## config.mk

```make
export PLATFORM = sky130hd
export DESIGN_NAME = hdlc_tx_framer
export DESIGN_NICKNAME = d
export VERILOG_FILES = /design/src/rtl/hdlc_tx_pkg.sv /design/src/rtl/hdlc_fcs_gen.sv /design/src/rtl/hdlc_gap_tracker.sv /design/src/rtl/hdlc_zero_insert.sv /design/src/rtl/hdlc_tx_framer.sv
export SDC_FILE = /design/constraint.sdc
export NUM_CORES = 1
export LEC_CHECK = 0
export ABC_AREA = 1
export BUFFER_PORTS_ARGS = -buffer_cell sky130_fd_sc_hd__buf_4
export CORE_MARGIN = 2
export CORE_UTILIZATION = 45
export CTS_CLUSTER_DIAMETER = 40
export DETAILED_ROUTE_END_ITERATION = 12
export PLACE_DENSITY = 0.64
export REMOVE_ABC_BUFFERS = 1
export SLEW_MARGIN = 20
export SYNTH_ARGS = -nofsm -noshare
export SYNTH_HDL_FRONTEND = slang
export SYNTH_SLANG_ARGS = --single-unit
```

## constraint.sdc

```tcl
create_clock -name clk -period 3.1 [get_ports clk]
set_input_delay 0.465 -clock clk [delete_from_list [all_inputs] [get_ports clk]]
set_output_delay 0.465 -clock clk [all_outputs]
set_load 0.05 [all_outputs]
```

## src/rtl/hdlc_tx_pkg.sv

```systemverilog
package hdlc_tx_pkg;

    localparam int              OCTET_W      = 8;
    localparam int              FCS_MAX_W    = 32;
    localparam logic [7:0]      FLAG_OCTET   = 8'h7E;
    localparam logic [15:0]     POLY16_REFL  = 16'h8408;
    localparam logic [31:0]     POLY32_REFL  = 32'hEDB88320;

    typedef enum logic [1:0] {
        S_FLAG  = 2'd0,
        S_DATA  = 2'd1,
        S_FCS   = 2'd2,
        S_ABORT = 2'd3
    } tx_state_e;

    typedef struct packed {
        logic bit_val;
        logic stuffable;
    } line_bit_t;

    // One bit of a reflected CRC register, 16- or 32-bit wide.
    function automatic logic [31:0] fcs_step(input logic [31:0] c,
                                             input logic        d,
                                             input logic        wide);
        logic        fb;
        logic [31:0] n;
        fb = c[0] ^ d;
        if (wide) begin
            n = c >> 1;
            if (fb) n = n ^ POLY32_REFL;
        end else begin
            n = {16'h0000, c[15:0] >> 1};
            if (fb) n[15:0] = n[15:0] ^ POLY16_REFL;
        end
        return n;
    endfunction

endpackage

```

## src/rtl/hdlc_fcs_gen.sv

```systemverilog
module hdlc_fcs_gen
    import hdlc_tx_pkg::*;
(
    input  logic                 clk,
    input  logic                 rst,
    input  logic                 init,
    input  logic                 step,
    input  logic                 din,
    input  logic                 wide,
    output logic [FCS_MAX_W-1:0] crc
);

    always_ff @(posedge clk) begin
        if (rst || init) begin
            crc <= '1;
        end else if (step) begin
            crc <= fcs_step(crc, din, wide);
        end
    end

endmodule

```

## src/rtl/hdlc_gap_tracker.sv

```systemverilog
module hdlc_gap_tracker #(
    parameter int GAP_W   = 6,
    parameter int GAP_MIN = 1,
    parameter int GAP_MAX = 62
) (
    input  logic             clk,
    input  logic             rst,
    input  logic             clear,
    input  logic             tick,
    input  logic [GAP_W-1:0] gap_cfg,
    output logic             may_start
);

    localparam logic [GAP_W-1:0] LO = GAP_W'(GAP_MIN);
    localparam logic [GAP_W-1:0] HI = GAP_W'(GAP_MAX);

    logic [GAP_W-1:0] cnt;
    logic [GAP_W-1:0] cnt_next;
    logic [GAP_W-1:0] gap_eff;

    always_comb begin
        if (gap_cfg < LO)      gap_eff = LO;
        else if (gap_cfg > HI) gap_eff = HI;
        else                   gap_eff = gap_cfg;
    end

    assign cnt_next  = (cnt >= HI) ? cnt : cnt + GAP_W'(1);
    // Flag now completing brings the count to cnt_next.
    assign may_start = (cnt_next >= gap_eff);

    always_ff @(posedge clk) begin
        if (rst || clear) begin
            cnt <= '0;
        end else if (tick) begin
            cnt <= cnt_next;
        end
    end

endmodule

```

## src/rtl/hdlc_zero_insert.sv

```systemverilog
module hdlc_zero_insert
    import hdlc_tx_pkg::*;
#(
    parameter int RUN_LEN = 5
) (
    input  logic      clk,
    input  logic      rst,
    input  logic      bit_en,
    input  line_bit_t cur,
    output logic      src_adv,
    output logic      tx_bit
);

    localparam int CNT_W = $clog2(RUN_LEN + 1);

    logic [CNT_W-1:0] run;
    logic             stuff_due;

    assign stuff_due = (run == CNT_W'(RUN_LEN));
    assign src_adv   = bit_en && !stuff_due;

    always_ff @(posedge clk) begin
        if (rst) begin
            run    <= '0;
            tx_bit <= 1'b1;
        end else if (bit_en) begin
            if (stuff_due) begin
                tx_bit <= 1'b0;
                run    <= '0;
            end else begin
                tx_bit <= cur.bit_val;
                run    <= (cur.stuffable && cur.bit_val) ? run + CNT_W'(1) : '0;
            end
        end
    end

endmodule

```

## src/rtl/hdlc_tx_framer.sv

```systemverilog
module hdlc_tx_framer
    import hdlc_tx_pkg::*;
#(
    parameter int GAP_W     = 6,
    parameter int GAP_MIN   = 1,
    parameter int GAP_MAX   = 62,
    parameter int ABORT_LEN = 8,
    parameter int RUN_LEN   = 5
) (
    input  logic             clk,
    input  logic             rst,
    input  logic             bit_en,
    input  logic [7:0]       in_data,
    input  logic             in_valid,
    input  logic             in_last,
    output logic             in_ready,
    input  logic             fcs32_sel,
    input  logic [GAP_W-1:0] gap_flags,
    output logic             tx_bit
);

    localparam int             IDX_W      = $clog2(FCS_MAX_W);
    localparam logic [IDX_W-1:0] OCT_LAST   = IDX_W'(OCTET_W - 1);
    localparam logic [IDX_W-1:0] FCS16_LAST = IDX_W'(15);
    localparam logic [IDX_W-1:0] FCS32_LAST = IDX_W'(FCS_MAX_W - 1);
    localparam logic [IDX_W-1:0] ABORT_LAST = IDX_W'(ABORT_LEN - 1);

    tx_state_e              state;
    logic [IDX_W-1:0]       bit_idx;
    logic [OCTET_W-1:0]     shreg;
    logic                   last_q;
    logic                   wide_q;
    logic [FCS_MAX_W-1:0]   crc;
    line_bit_t              cur;
    logic                   src_adv;
    logic                   octet_end;
    logic                   flag_end;
    logic                   may_start;
    logic                   start_win;
    logic                   more_win;
    logic                   fcs_end;
    logic                   abort_end;
    logic                   gap_clear;
    logic                   flag_tick;
    logic                   crc_init;
    logic                   crc_step;

    // Bit offered to the line this cycle
    always_comb begin
        cur = '{bit_val: 1'b1, stuffable: 1'b0};
        case (state)
            S_FLAG:  cur = '{bit_val: FLAG_OCTET[bit_idx[2:0]], stuffable: 1'b0};
            S_DATA:  cur = '{bit_val: shreg[bit_idx[2:0]],      stuffable: 1'b1};
            S_FCS:   cur = '{bit_val: ~crc[bit_idx],            stuffable: 1'b1};
            default: cur = '{bit_val: 1'b1,                     stuffable: 1'b0};
        endcase
    end

    assign octet_end = (bit_idx == OCT_LAST);
    assign flag_end  = (state == S_FLAG) && octet_end;
    assign start_win = flag_end && may_start;
    assign more_win  = (state == S_DATA) && octet_end && !last_q;
    assign in_ready  = src_adv && (start_win || more_win);
    assign fcs_end   = (state == S_FCS) && (bit_idx == (wide_q ? FCS32_LAST : FCS16_LAST));
    assign abort_end = (state == S_ABORT) && (bit_idx == ABORT_LAST);
    assign gap_clear = src_adv && (fcs_end || abort_end);
    assign flag_tick = src_adv && flag_end;
    assign crc_init  = src_adv && start_win && in_valid;
    assign crc_step  = src_adv && (state == S_DATA);

    always_ff @(posedge clk) begin
        if (rst) begin
            state   <= S_FLAG;
            bit_idx <= '0;
            shreg   <= '0;
            last_q  <= 1'b0;
            wide_q  <= 1'b0;
        end else if (src_adv) begin
            case (state)
                S_FLAG: begin
                    if (octet_end) begin
                        bit_idx <= '0;
                        if (start_win && in_valid) begin
                            state  <= S_DATA;
                            shreg  <= in_data;
                            last_q <= in_last;
                            wide_q <= fcs32_sel;
                        end
                    end else begin
                        bit_idx <= bit_idx + IDX_W'(1);
                    end
                end
                S_DATA: begin
                    if (octet_end) begin
                        bit_idx <= '0;
                        if (last_q) begin
                            state <= S_FCS;
                        end else if (in_valid) begin
                            shreg  <= in_data;
                            last_q <= in_last;
                        end else begin
                            state <= S_ABORT;
                        end
                    end else begin
                        bit_idx <= bit_idx + IDX_W'(1);
                    end
                end
                S_FCS: begin
                    if (fcs_end) begin
                        state   <= S_FLAG;
                        bit_idx <= '0;
                    end else begin
                        bit_idx <= bit_idx + IDX_W'(1);
                    end
                end
                default: begin
                    if (abort_end) begin
                        state   <= S_FLAG;
                        bit_idx <= '0;
                    end else begin
                        bit_idx <= bit_idx + IDX_W'(1);
                    end
                end
            endcase
        end
    end

    hdlc_fcs_gen u_fcs (
        .clk  (clk),
        .rst  (rst),
        .init (crc_init),
        .step (crc_step),
        .din  (cur.bit_val),
        .wide (wide_q),
        .crc  (crc)
    );

    hdlc_gap_tracker #(
        .GAP_W   (GAP_W),
        .GAP_MIN (GAP_MIN),
        .GAP_MAX (GAP_MAX)
    ) u_gap (
        .clk       (clk),
        .rst       (rst),
        .clear     (gap_clear),
        .tick      (flag_tick),
        .gap_cfg   (gap_flags),
        .may_start (may_start)
    );

    hdlc_zero_insert #(
        .RUN_LEN (RUN_LEN)
    ) u_stuff (
        .clk     (clk),
        .rst     (rst),
        .bit_en  (bit_en),
        .cur     (cur),
        .src_adv (src_adv),
        .tx_bit  (tx_bit)
    );

endmodule

```

* Word-level counts from Yosys, hierarchy flattened
Memories as Yosys holds them, arrays and structs flattened. A register that Yosys moved wholly into a read port is not among the register bits.
Cells that the tools add are included.
Widths: inputs -> output; s select.
** Operators by class
- Mux-type cells :: 42
- Equality and inequality tests :: 13
- Magnitude comparators :: 6
- Add/subtract/negate cells :: 3
- Bitwise gates (word level) :: 4
- Reduce and logical (&&, ||, !) cells :: 29
** Operators with widths (number)
- $mux 32 :: 2
- $mux 8 :: 5
- $mux 5 :: 4
- $mux 6 :: 3
- $mux 16 :: 1
- $pmux 8 s2 :: 1
- $logic_and 1x1->1 :: 15
- $mux 2 :: 7
- $not 13->14 :: 1
- $reduce_and 7->1 :: 2
- $mux 3 :: 4
- $pmux 2 s3 :: 2
- $ne 2x2->1 const B :: 5
- $pmux 5 s2 :: 1
- $mux 1 :: 9
- $add 6x1->6 const B :: 1
- $ge 6x6->1 :: 1
- $ge 6x6->1 const B :: 1
- $gt 6x6->1 const B :: 1
- $lt 5x6->1 const B :: 1
- $lt 6x1->1 const B :: 1
- $add 5x1->5 const B :: 1
- $bmux 1 s5 :: 1
- $eq 5x3->1 const B :: 1
- other kinds (21) :: 26
** Word-level totals
- Output and inout port bits :: 2
- Flip-flop bits (word level) :: 59
- Word-level logic and storage cells :: 107
- Memories :: 1
- Input port bits :: 20
- ROM bits :: 8
** Memory list
- (no name shown) :: depth 8, width 1, rd ports 1, clocked after memory_dff 1, write ports 0, line hdlc_tx_framer.sv:52 : S_FLAG: cur = '{bit_val: FLAG_OCTET[bit_idx[2:0]], stuffable: 1'b0};

* Logic depth before layout (Yosys ltp)
Gate-level depths: netlist of run 1.
- Word-level depth :: 9
- Depth in mapped cells :: 18
- Gate-level depth less buffers :: 16

* Cells and area by module
From an unflattened synthesis of run 1, not the netlist that was laid out.
** Second synthesis, totals
- Cell total of the unflattened synthesis :: 599
- Area, all modules :: 3991.3 µm²
** Modules (own cells, without submodules)
- hdlc_tx_framer :: cells an instance 282, sequential area each 360.3 µm², times used 1, area each 1606.5 µm²
- hdlc_fcs_gen :: cells an instance 192, sequential area each 640.6 µm², times used 1, area each 1517.7 µm²
- hdlc_gap_tracker :: cells an instance 96, sequential area each 120.1 µm², times used 1, area each 654.4 µm²
- hdlc_zero_insert :: cells an instance 29, sequential area each 80.1 µm², times used 1, area each 212.7 µm²

* Worst setup path before layout of run 1
OpenSTA, ideal clock, no wires.
- Path type :: register to output
- From :: register u_gap.cnt[0]
- To :: output port in_ready
- Arrival time :: 2.494 ns
- Path slack :: 0.141 ns
- Cell stages (with the launch flop) :: 12
- Buffers on the path :: 0
- Required time :: 2.635 ns
- Cell sequence :: dfxtp_1 inv_1 ha_1 o21ai_1 nand3_1 ha_1 nand2_1 inv_1 nand4_1 o2111ai_1 nand2_1 a21oi_1
** Between the ends
- Cells in the longest elaborated chain, start to end :: 6
- Elaborated cells between the ends (all ways) :: 7
- Classes of those cells :: add/sub: 1; order compare: 2; mux: 1; reduce/logical: 3
** Ends and longest elaborated chain
- start, declared :: line hdlc_gap_tracker.sv:17 : logic [GAP_W-1:0] cnt;
- start signal, assigned :: line hdlc_gap_tracker.sv:35 : cnt <= cnt_next;
- $add 6x1->6 or $ge 6x6->1 (tied branches) :: line hdlc_gap_tracker.sv:27 : assign cnt_next = (cnt >= HI) ? cnt : cnt + GAP_W'(1);
- $mux 6 (*) :: line hdlc_gap_tracker.sv:27
- named net u_gap.cnt_next[4] :: line hdlc_gap_tracker.sv:18 : logic [GAP_W-1:0] cnt_next;
- $ge 6x6->1 (*) :: line hdlc_gap_tracker.sv:29 : assign may_start = (cnt_next >= gap_eff);
- $logic_and 1x1->1 (*) :: line hdlc_tx_framer.sv:61 : assign start_win = flag_end && may_start;
- $logic_or 1x1->1 (*) :: line hdlc_tx_framer.sv:63 : assign in_ready = src_adv && (start_win || more_win);
- $logic_and 1x1->1 (*) :: line hdlc_tx_framer.sv:63
- end, declared :: line hdlc_tx_framer.sv:16 : output logic in_ready,
Mark *: on every way through the listed nets, which the timed path passes. The rest lies on a longest branch.

* Worst setup path after layout of run 1
Ends and elaborated chain as after synthesis.

==> results of run 1 <==
[area by class of cell]
class,count,area (um^2),area share [%]
multi-input cells,347,1870,47.5
flip-flops and latches,60,1200,30.7
inverters,85,319,8.12
repair buffers,30,225,5.73
clock buffers,12,165,4.21
well taps,99,124,3.15
clock inverters,4,22.5,0.573
[metal layers]
metal | vias to the layer above | part of all wire (%)
li1 | 1737 | -
met5 | - | 0
met3 | 12 | 3.5
met1 | 1588 | 49
met4 | 0 | 1.6
met2 | 78 | 46
[path summary, 6_finish.rpt]
check	startpoint	endpoint	slack, ns
worst max-delay path	u_gap.cnt[0]	in_ready	0.17
worst min register to register	shreg[3]	shreg[3]	0.45
worst max register to register	u_gap.cnt[0]	u_fcs.crc[16]	0.36
worst min-delay path	rst	last_q	0.37
[cell usage after synthesis, drive strengths merged]
| master | instances | area, um^2 |
|---|---|---|
| nand2 | 121 | 469 |
| inv | 85 | 319 |
| nand3 | 65 | 338 |
| dfxtp | 60 | 1200 |
| a21oi | 44 | 220 |
| o21ai | 30 | 150 |
| nor2 | 20 | 77.6 |
| ha | 16 | 200 |
| buf | 13 | 81.3 |
| o211ai | 12 | 90.1 |
| nand4 | 11 | 68.8 |
| clkbuf | 6 | 22.5 |
| o221ai | 6 | 52.6 |
| nor3 | 4 | 20.0 |
| xor2 | 4 | 35.0 |
| a211oi | 3 | 22.5 |
| o2111ai | 2 | 17.5 |
| a22oi | 1 | 7.51 |
| a31oi | 1 | 6.26 |
| a41oi | 1 | 8.76 |
| nor4 | 1 | 6.26 |
| o21a | 1 | 7.51 |
| o21bai | 1 | 7.51 |
| o22ai | 1 | 6.26 |
| o41ai | 1 | 8.76 |
| or2 | 1 | 6.26 |
[flip-flops by register name, indices dropped and copies added (netlist names), named ones only]
name / cells
u_stuff.tx_bit: 1
bit_idx: 5
u_stuff.run: 3
wide_q: 1
last_q: 1
state: 2
shreg: 8
u_fcs.crc: 32
u_gap.cnt: 6
[cells in the final DEF, fill, tap and decap left out, types with 2 or more instances in the layout]
cell | Yosys | layout
sky130_fd_sc_hd__a211oi_1 | 3 | 3
sky130_fd_sc_hd__nand2_1 | 117 | 117
sky130_fd_sc_hd__clkinv_2 | 0 | 3
sky130_fd_sc_hd__dfxtp_2 | 0 | 3
sky130_fd_sc_hd__nand2_2 | 3 | 3
sky130_fd_sc_hd__nand4_1 | 11 | 11
sky130_fd_sc_hd__ha_1 | 16 | 16
sky130_fd_sc_hd__nand3_1 | 64 | 63
sky130_fd_sc_hd__o21ai_0 | 21 | 20
sky130_fd_sc_hd__inv_2 | 9 | 9
sky130_fd_sc_hd__o211ai_1 | 12 | 12
sky130_fd_sc_hd__inv_1 | 76 | 76
sky130_fd_sc_hd__buf_4 | 2 | 30
sky130_fd_sc_hd__nor3_1 | 4 | 3
sky130_fd_sc_hd__nor2_1 | 19 | 18
sky130_fd_sc_hd__a21oi_1 | 44 | 43
sky130_fd_sc_hd__nor2_2 | 1 | 2
sky130_fd_sc_hd__dfxtp_1 | 60 | 57
sky130_fd_sc_hd__o21ai_1 | 9 | 9
sky130_fd_sc_hd__clkbuf_8 | 0 | 12
sky130_fd_sc_hd__o221ai_1 | 6 | 6
sky130_fd_sc_hd__xor2_1 | 4 | 4
[critical path: stages, from the launching register on]
cell and delay, ns:
sky130_fd_sc_hd__dfxtp_2 0.33, sky130_fd_sc_hd__inv_1 0.06, sky130_fd_sc_hd__ha_1 0.23, sky130_fd_sc_hd__o21ai_4 0.26, sky130_fd_sc_hd__nor2_2 0.07, sky130_fd_sc_hd__a21oi_2 0.15, sky130_fd_sc_hd__ha_1 0.26, sky130_fd_sc_hd__inv_1 0.06
sky130_fd_sc_hd__nor2_1 0.03, sky130_fd_sc_hd__o211ai_1 0.17, sky130_fd_sc_hd__o2111ai_2 0.17, sky130_fd_sc_hd__nand2_1 0.09, sky130_fd_sc_hd__a21oi_1 0.06, sky130_fd_sc_hd__buf_4 0.20
[report_power, final]
group	leakage (nW)	switching [W]	internal, W	total, W
sequential	0.487	0.00000921	0.000776	0.000785
combinational	1.36	0.0000962	0.0000529	0.000149
clock	0.0982	0.000309	0.000351	0.000660
total	1.95	0.000414	0.00118	0.00159
[cell families after synthesis]
| family | count (synthesis) | synth area share, % |
|---|---|---|
| AOI/OAI and AO/OA | 104 | 17.5 |
| adders and majority gates | 16 | 5.80 |
| and+or+nand+nor | 223 | 28.6 |
| xor gates and xnor gates | 4 | 1.02 |
| buffers and inverters | 104 | 12.3 |
| DFF | 60 | 34.8 |
[stage by stage]
| stage | area (um^2) | utilization, % | hold WS (ns) |
|---|---|---|---|
| after floorplan | 3350 | - | 0.421 |
| after global placement | 3670 | 50.1 | 0.435 |
| after detailed placement | 3670 | 50.1 | 0.439 |
| after CTS | 3860 | 52.7 | 0.350 |
| after global routing | 3930 | 53.6 | 0.363 |
| final | 3930 | 53.6 | 0.369 |
[repair_timing]
item,4_1_cts,5_1_grt
setup buffers,0,3
resized for setup,1,11
hold endpoints to repair,0,0
hold buffers,0,0
pin swaps,0,2
endpoints found under the setup margin,1,1
==> impl_metrics.ini, run 1 <==
[outcome]
outcome = complete, no violations

[setup_path]
arrival_time_of_data_at_the_critical_path_endpoint_ns = 2.47
worstPathRequired_ns = 2.63
critPathLaunchType = register
cp-end-kind = output port
timing.reg2reg.worst_path_depth = 15
path_max_fanout = 6
worst-setup-path-type = reg -> out

[timing]
setup_repair_after_global_routing_missed_its_margin = no
final.setup_skew_ns = 0.00534
tightest_slew_ns = 0.531
achievable-frequency_mhz = 341
finalCriticalPeriod_ns = 2.93
hold_violations = 0
final.setup.tns_ns = 0
slew-limit-headroom_pct = 64.5
final_max_slew_viol_count = 0
finalWorstSetupSlack_ns = 0.166
finalCritPeriodShare_pct = 94.6
setup_viol = 0

[routing]
drt_pass1_iterations = 7
wl_per_cell_um = 13.2
detail_route.wirelength_um = 8400
drt_iter0_drc = 229
vias = 3415
routed_via_density = 5.36
antenna_violating_nets_post_route = 0
post-route-drc-count = 0

[floorplanning]
floorplan.initialDensity_pct = 47.1
core_region_area_um2 = 7330
site_rows = 31
dieArea_um2 = 8390
die-width_um = 91.6
chipHeight_um = 91.6
floorplan.io_pins = 22

[layout]
nFillCells = 739
design.final.nets = 569
synthToLayoutAreaGrowth_pct = 13.8
drive_above_1_share_pct = 13.2
num_antenna_cells = 0
layout.cells.non_filler = 637

[placed_design]
gpl.final_weighted_congestion = 0.829
placed_cells_incl_taps = 618
io_buffer_count = 21
dp_slack_ns = 0.260
hpwlAfterDp_um = 5830

[grt]
grt_start_max_net_pins = 37
met2_usage_pct = 33.1
grt_first_pass_wirelength_um = 14600
overflow = 0
track_usage_pct = 21.2
groute.layer.met3.usage_pct = 3.57
first_global_vias = 3155
grt_most_used_layer = met2
gr-usage-met1_pct = 28.8
grt_antenna_before_repair = 0

[min_path]
worstHoldPathCells = 2
worstHoldPathType = in -> reg

[cts]
h-tree-depth = 3
cts.reportedPaths.clkPinSlew_ns = 0.07
cts_buffers = 9
clkLatencyLatePin_ns = 0.34
max-clock-path-buffers = 2
cts_sinks = 60
tritoncts = yes
ctsRootBufferMaster = sky130_fd_sc_hd__clkbuf_8

[synth]
yosysWarnings = 0
synth.cell_area_um2 = 3450
syn-mean-instance-area_um2 = 6.75
post_synth_inst_count = 511
yosys.cell_types.count = 35
postSynthRegisterBits = 60
synth.yosys.seq_area_share_pct = 34.8

[power]
leakage_nw = 1.95
power.ir.vdd_worst_mv = 0.216
fin_total_pwr_w = 0.00159
powerDensity_nw_per_um2 = 406

[run]
maxCapViolations = 0
Note: power is estimated with default switching activity, not from simulation.
==> inputs of run 2 (changes only) <==
--- a/config.mk
+++ b/config.mk
@@ -7,11 +7,13 @@
 export LEC_CHECK = 0
 export ABC_AREA = 1
 export BUFFER_PORTS_ARGS = -buffer_cell sky130_fd_sc_hd__buf_4
+export CELL_PAD_IN_SITES_DETAIL_PLACEMENT = 1
+export CELL_PAD_IN_SITES_GLOBAL_PLACEMENT = 1
 export CORE_MARGIN = 2
-export CORE_UTILIZATION = 45
+export CORE_UTILIZATION = 44
 export CTS_CLUSTER_DIAMETER = 40
 export DETAILED_ROUTE_END_ITERATION = 12
-export PLACE_DENSITY = 0.64
+export PLACE_DENSITY = 0.82
 export REMOVE_ABC_BUFFERS = 1
 export SLEW_MARGIN = 20
 export SYNTH_ARGS = -nofsm -noshare
==> impl_metrics.ini, run 2 (synthesized netlist as in run 1, its figures left out) <==
[outcome]
outcome = complete, no violations

[timing]
final.setup_skew_ns = 0.0133
achievable-frequency_mhz = 331
slew-limit-headroom_pct = 68.6
finalCritPeriodShare_pct = 97.4
final.setup.tns_ns = 0
tightest_slew_ns = 0.470
setup_viol = 0
final_max_slew_viol_count = 0
hold_violations = 0
finalCriticalPeriod_ns = 3.02

[grt]
groute.layer.met3.usage_pct = 3.74
overflow = 0
gr-usage-met1_pct = 32.2
track_usage_pct = 24.7
grt_most_used_layer = met2
met2_usage_pct = 41.8
first_global_vias = 3592
grt_antenna_before_repair = 0
grt_first_pass_wirelength_um = 16800
grt_start_max_net_pins = 37

[routing]
vias = 3462
drt_pass1_iterations = 4
wl_per_cell_um = 15.6
drt_iter0_drc = 158
antenna_violating_nets_post_route = 0
post-route-drc-count = 0
routed_via_density = 5.41
detail_route.wirelength_um = 9960

[layout]
registers_with_the_most_flip_flops = u_fcs.crc (32), shreg (8), u_gap.cnt (6)
final_core_utilization_pct = 51.9
largest_register_ff_count = 32
design.final.nets = 570
most-common-layout-cells = sky130_fd_sc_hd__nand2_1 (117), sky130_fd_sc_hd__inv_1 (76), sky130_fd_sc_hd__nand3_1 (63)
largest-register = u_fcs.crc
num_antenna_cells = 0
final_common_cell = sky130_fd_sc_hd__nand2_1
drive_above_1_share_pct = 13.8
synthToLayoutAreaGrowth_pct = 15.1

[cts]
cts_buffers = 9
clkLatencyLatePin_ns = 0.35
cts_sinks = 60
max-clock-path-buffers = 2
cts.reportedPaths.clkPinSlew_ns = 0.07
tritoncts = yes
ctsRootBufferMaster = sky130_fd_sc_hd__clkbuf_8
h-tree-depth = 3

[setup_path]
arrival_time_of_data_at_the_critical_path_endpoint_ns = 2.55
reg2reg_setup_slack_ns = 0.31
worst-setup-path-type = reg -> out
worstPathRequired_ns = 2.63
critPathLaunchType = register
path_max_fanout = 6
cp-end-kind = output port

[floorplanning]
core_region_area_um2 = 7650
floorplan.io_pins = 22
floorplan.initialDensity_pct = 45.1
site_rows = 32
die-width_um = 92.6
chipHeight_um = 92.6
dieArea_um2 = 8570

[placed_design]
io_buffer_count = 21
hpwlAfterDp_um = 6930
gpl.final_weighted_congestion = 0.804

[power]
relative_contribution_of_sequential_cells_to_total_power_pct = 45.8
net-switching-power_w = 0.000440
clock_power_share_pct = 44.6
power.ir.vdd_worst_mv = 0.247
leakage_nw = 1.95
power.switching_fraction_pct = 25.9
comb_power_share_pct = 9.6
power_report.internal_total_w = 0.00126
powerDensity_nw_per_um2 = 429

[min_path]
worstHoldPathType = in -> reg

[run]
maxCapViolations = 0
==> run 2: cell types whose count changed in the layout (fill, tap and decap cells not counted), sizes merged <==
cell | previous run | this run
bufinv | 0 | 1
clkinv | 3 | 0
clkinvlp | 1 | 2
buf | 30 | 31
==> run 2: power by group through the flow <==
| stage | Sequential, W | Clock, W | Combinational, W |
|---|---|---|---|
| 6_report | 0.000780 | 0.000760 | 0.000164 |
| 5_1_grt | 0.000780 | 0.000816 | 0.000182 |
| 4_1_cts | 0.000780 | 0.000770 | 0.000161 |
| 3_5_place_dp | 0.000798 | 0 | 0.000161 |
| 3_3_place_gp | 0.000797 | 0 | 0.000156 |
| 2_1_floorplan | 0.000806 | 0 | 0.0000851 |
==> run 2: path summary, 6_finish.rpt <==
path                     start       end  depth (start not counted)
hold reg to reg       shreg[0]  shreg[0]                          2
setup reg to reg  u_gap.cnt[0]  shreg[1]                         15
hold / removal             rst    last_q                          2
setup / recovery  u_gap.cnt[0]  in_ready                         12
==> run 2: through the flow <==
stage / worst slack, ns / power (W) / hold slack (ns) / cell area, um^2 / cells
2_1_floorplan: 0.141 / 0.000892 / 0.421 / 3350 / 492
3_3_place_gp: 0.210 / 0.000953 / 0.434 / 3680 / 621
3_5_place_dp: -0.0621 / 0.000959 / 0.435 / 3680 / 621
4_1_cts: 0.0131 / 0.00171 / 0.354 / 3890 / 636
5_1_grt: -0.0852 / 0.00178 / 0.361 / 3970 / 640
6_report: 0.0821 / 0.00170 / 0.360 / 3970 / 640
==> run 2: layout make-up <==
| type | instances | area [um^2] |
|---|---|---|
| Inverter | 85 | 319 |
| Multi-Input combinational cell | 347 | 1880 |
| Sequential cell | 60 | 1210 |
| Tap cell | 102 | 128 |
| Fill cell | 1065 | 3670 |
| Clock inverter | 3 | 45.0 |
| Timing Repair Buffer | 31 | 233 |
| Clock buffer | 12 | 165 |
==> run 2: timing repair <==
action,CTS,global route
endpoints found under the setup margin,8,9
pin swaps,0,5
setup buffers,0,4
gates resized for setup,1,13
hold endpoints to repair,0,0
hold buffers,0,0
==> run 2: critical path, cell delays in order (launching register included) <==
cell	delay [ns]
sky130_fd_sc_hd__dfxtp_2	0.34
sky130_fd_sc_hd__inv_1	0.09
sky130_fd_sc_hd__ha_2	0.21
sky130_fd_sc_hd__o21ai_4	0.23
sky130_fd_sc_hd__buf_4	0.16
sky130_fd_sc_hd__xor2_2	0.17
sky130_fd_sc_hd__ha_1	0.17
sky130_fd_sc_hd__nor2_1	0.05
sky130_fd_sc_hd__o211ai_1	0.21
sky130_fd_sc_hd__o2111ai_2	0.20
sky130_fd_sc_hd__nand2_1	0.11
sky130_fd_sc_hd__a21oi_1	0.07
sky130_fd_sc_hd__buf_4	0.20
==> run 2: layer usage <==
metal | part of all wire [%] | vias up | wire length (um)
met5 | 0 | - | 0
met4 | 1.2 | 0 | 118
met1 | 47 | 1673 | 4690
met3 | 2.6 | 11 | 258
met2 | 49 | 48 | 4900
li1 | - | 1730 | -
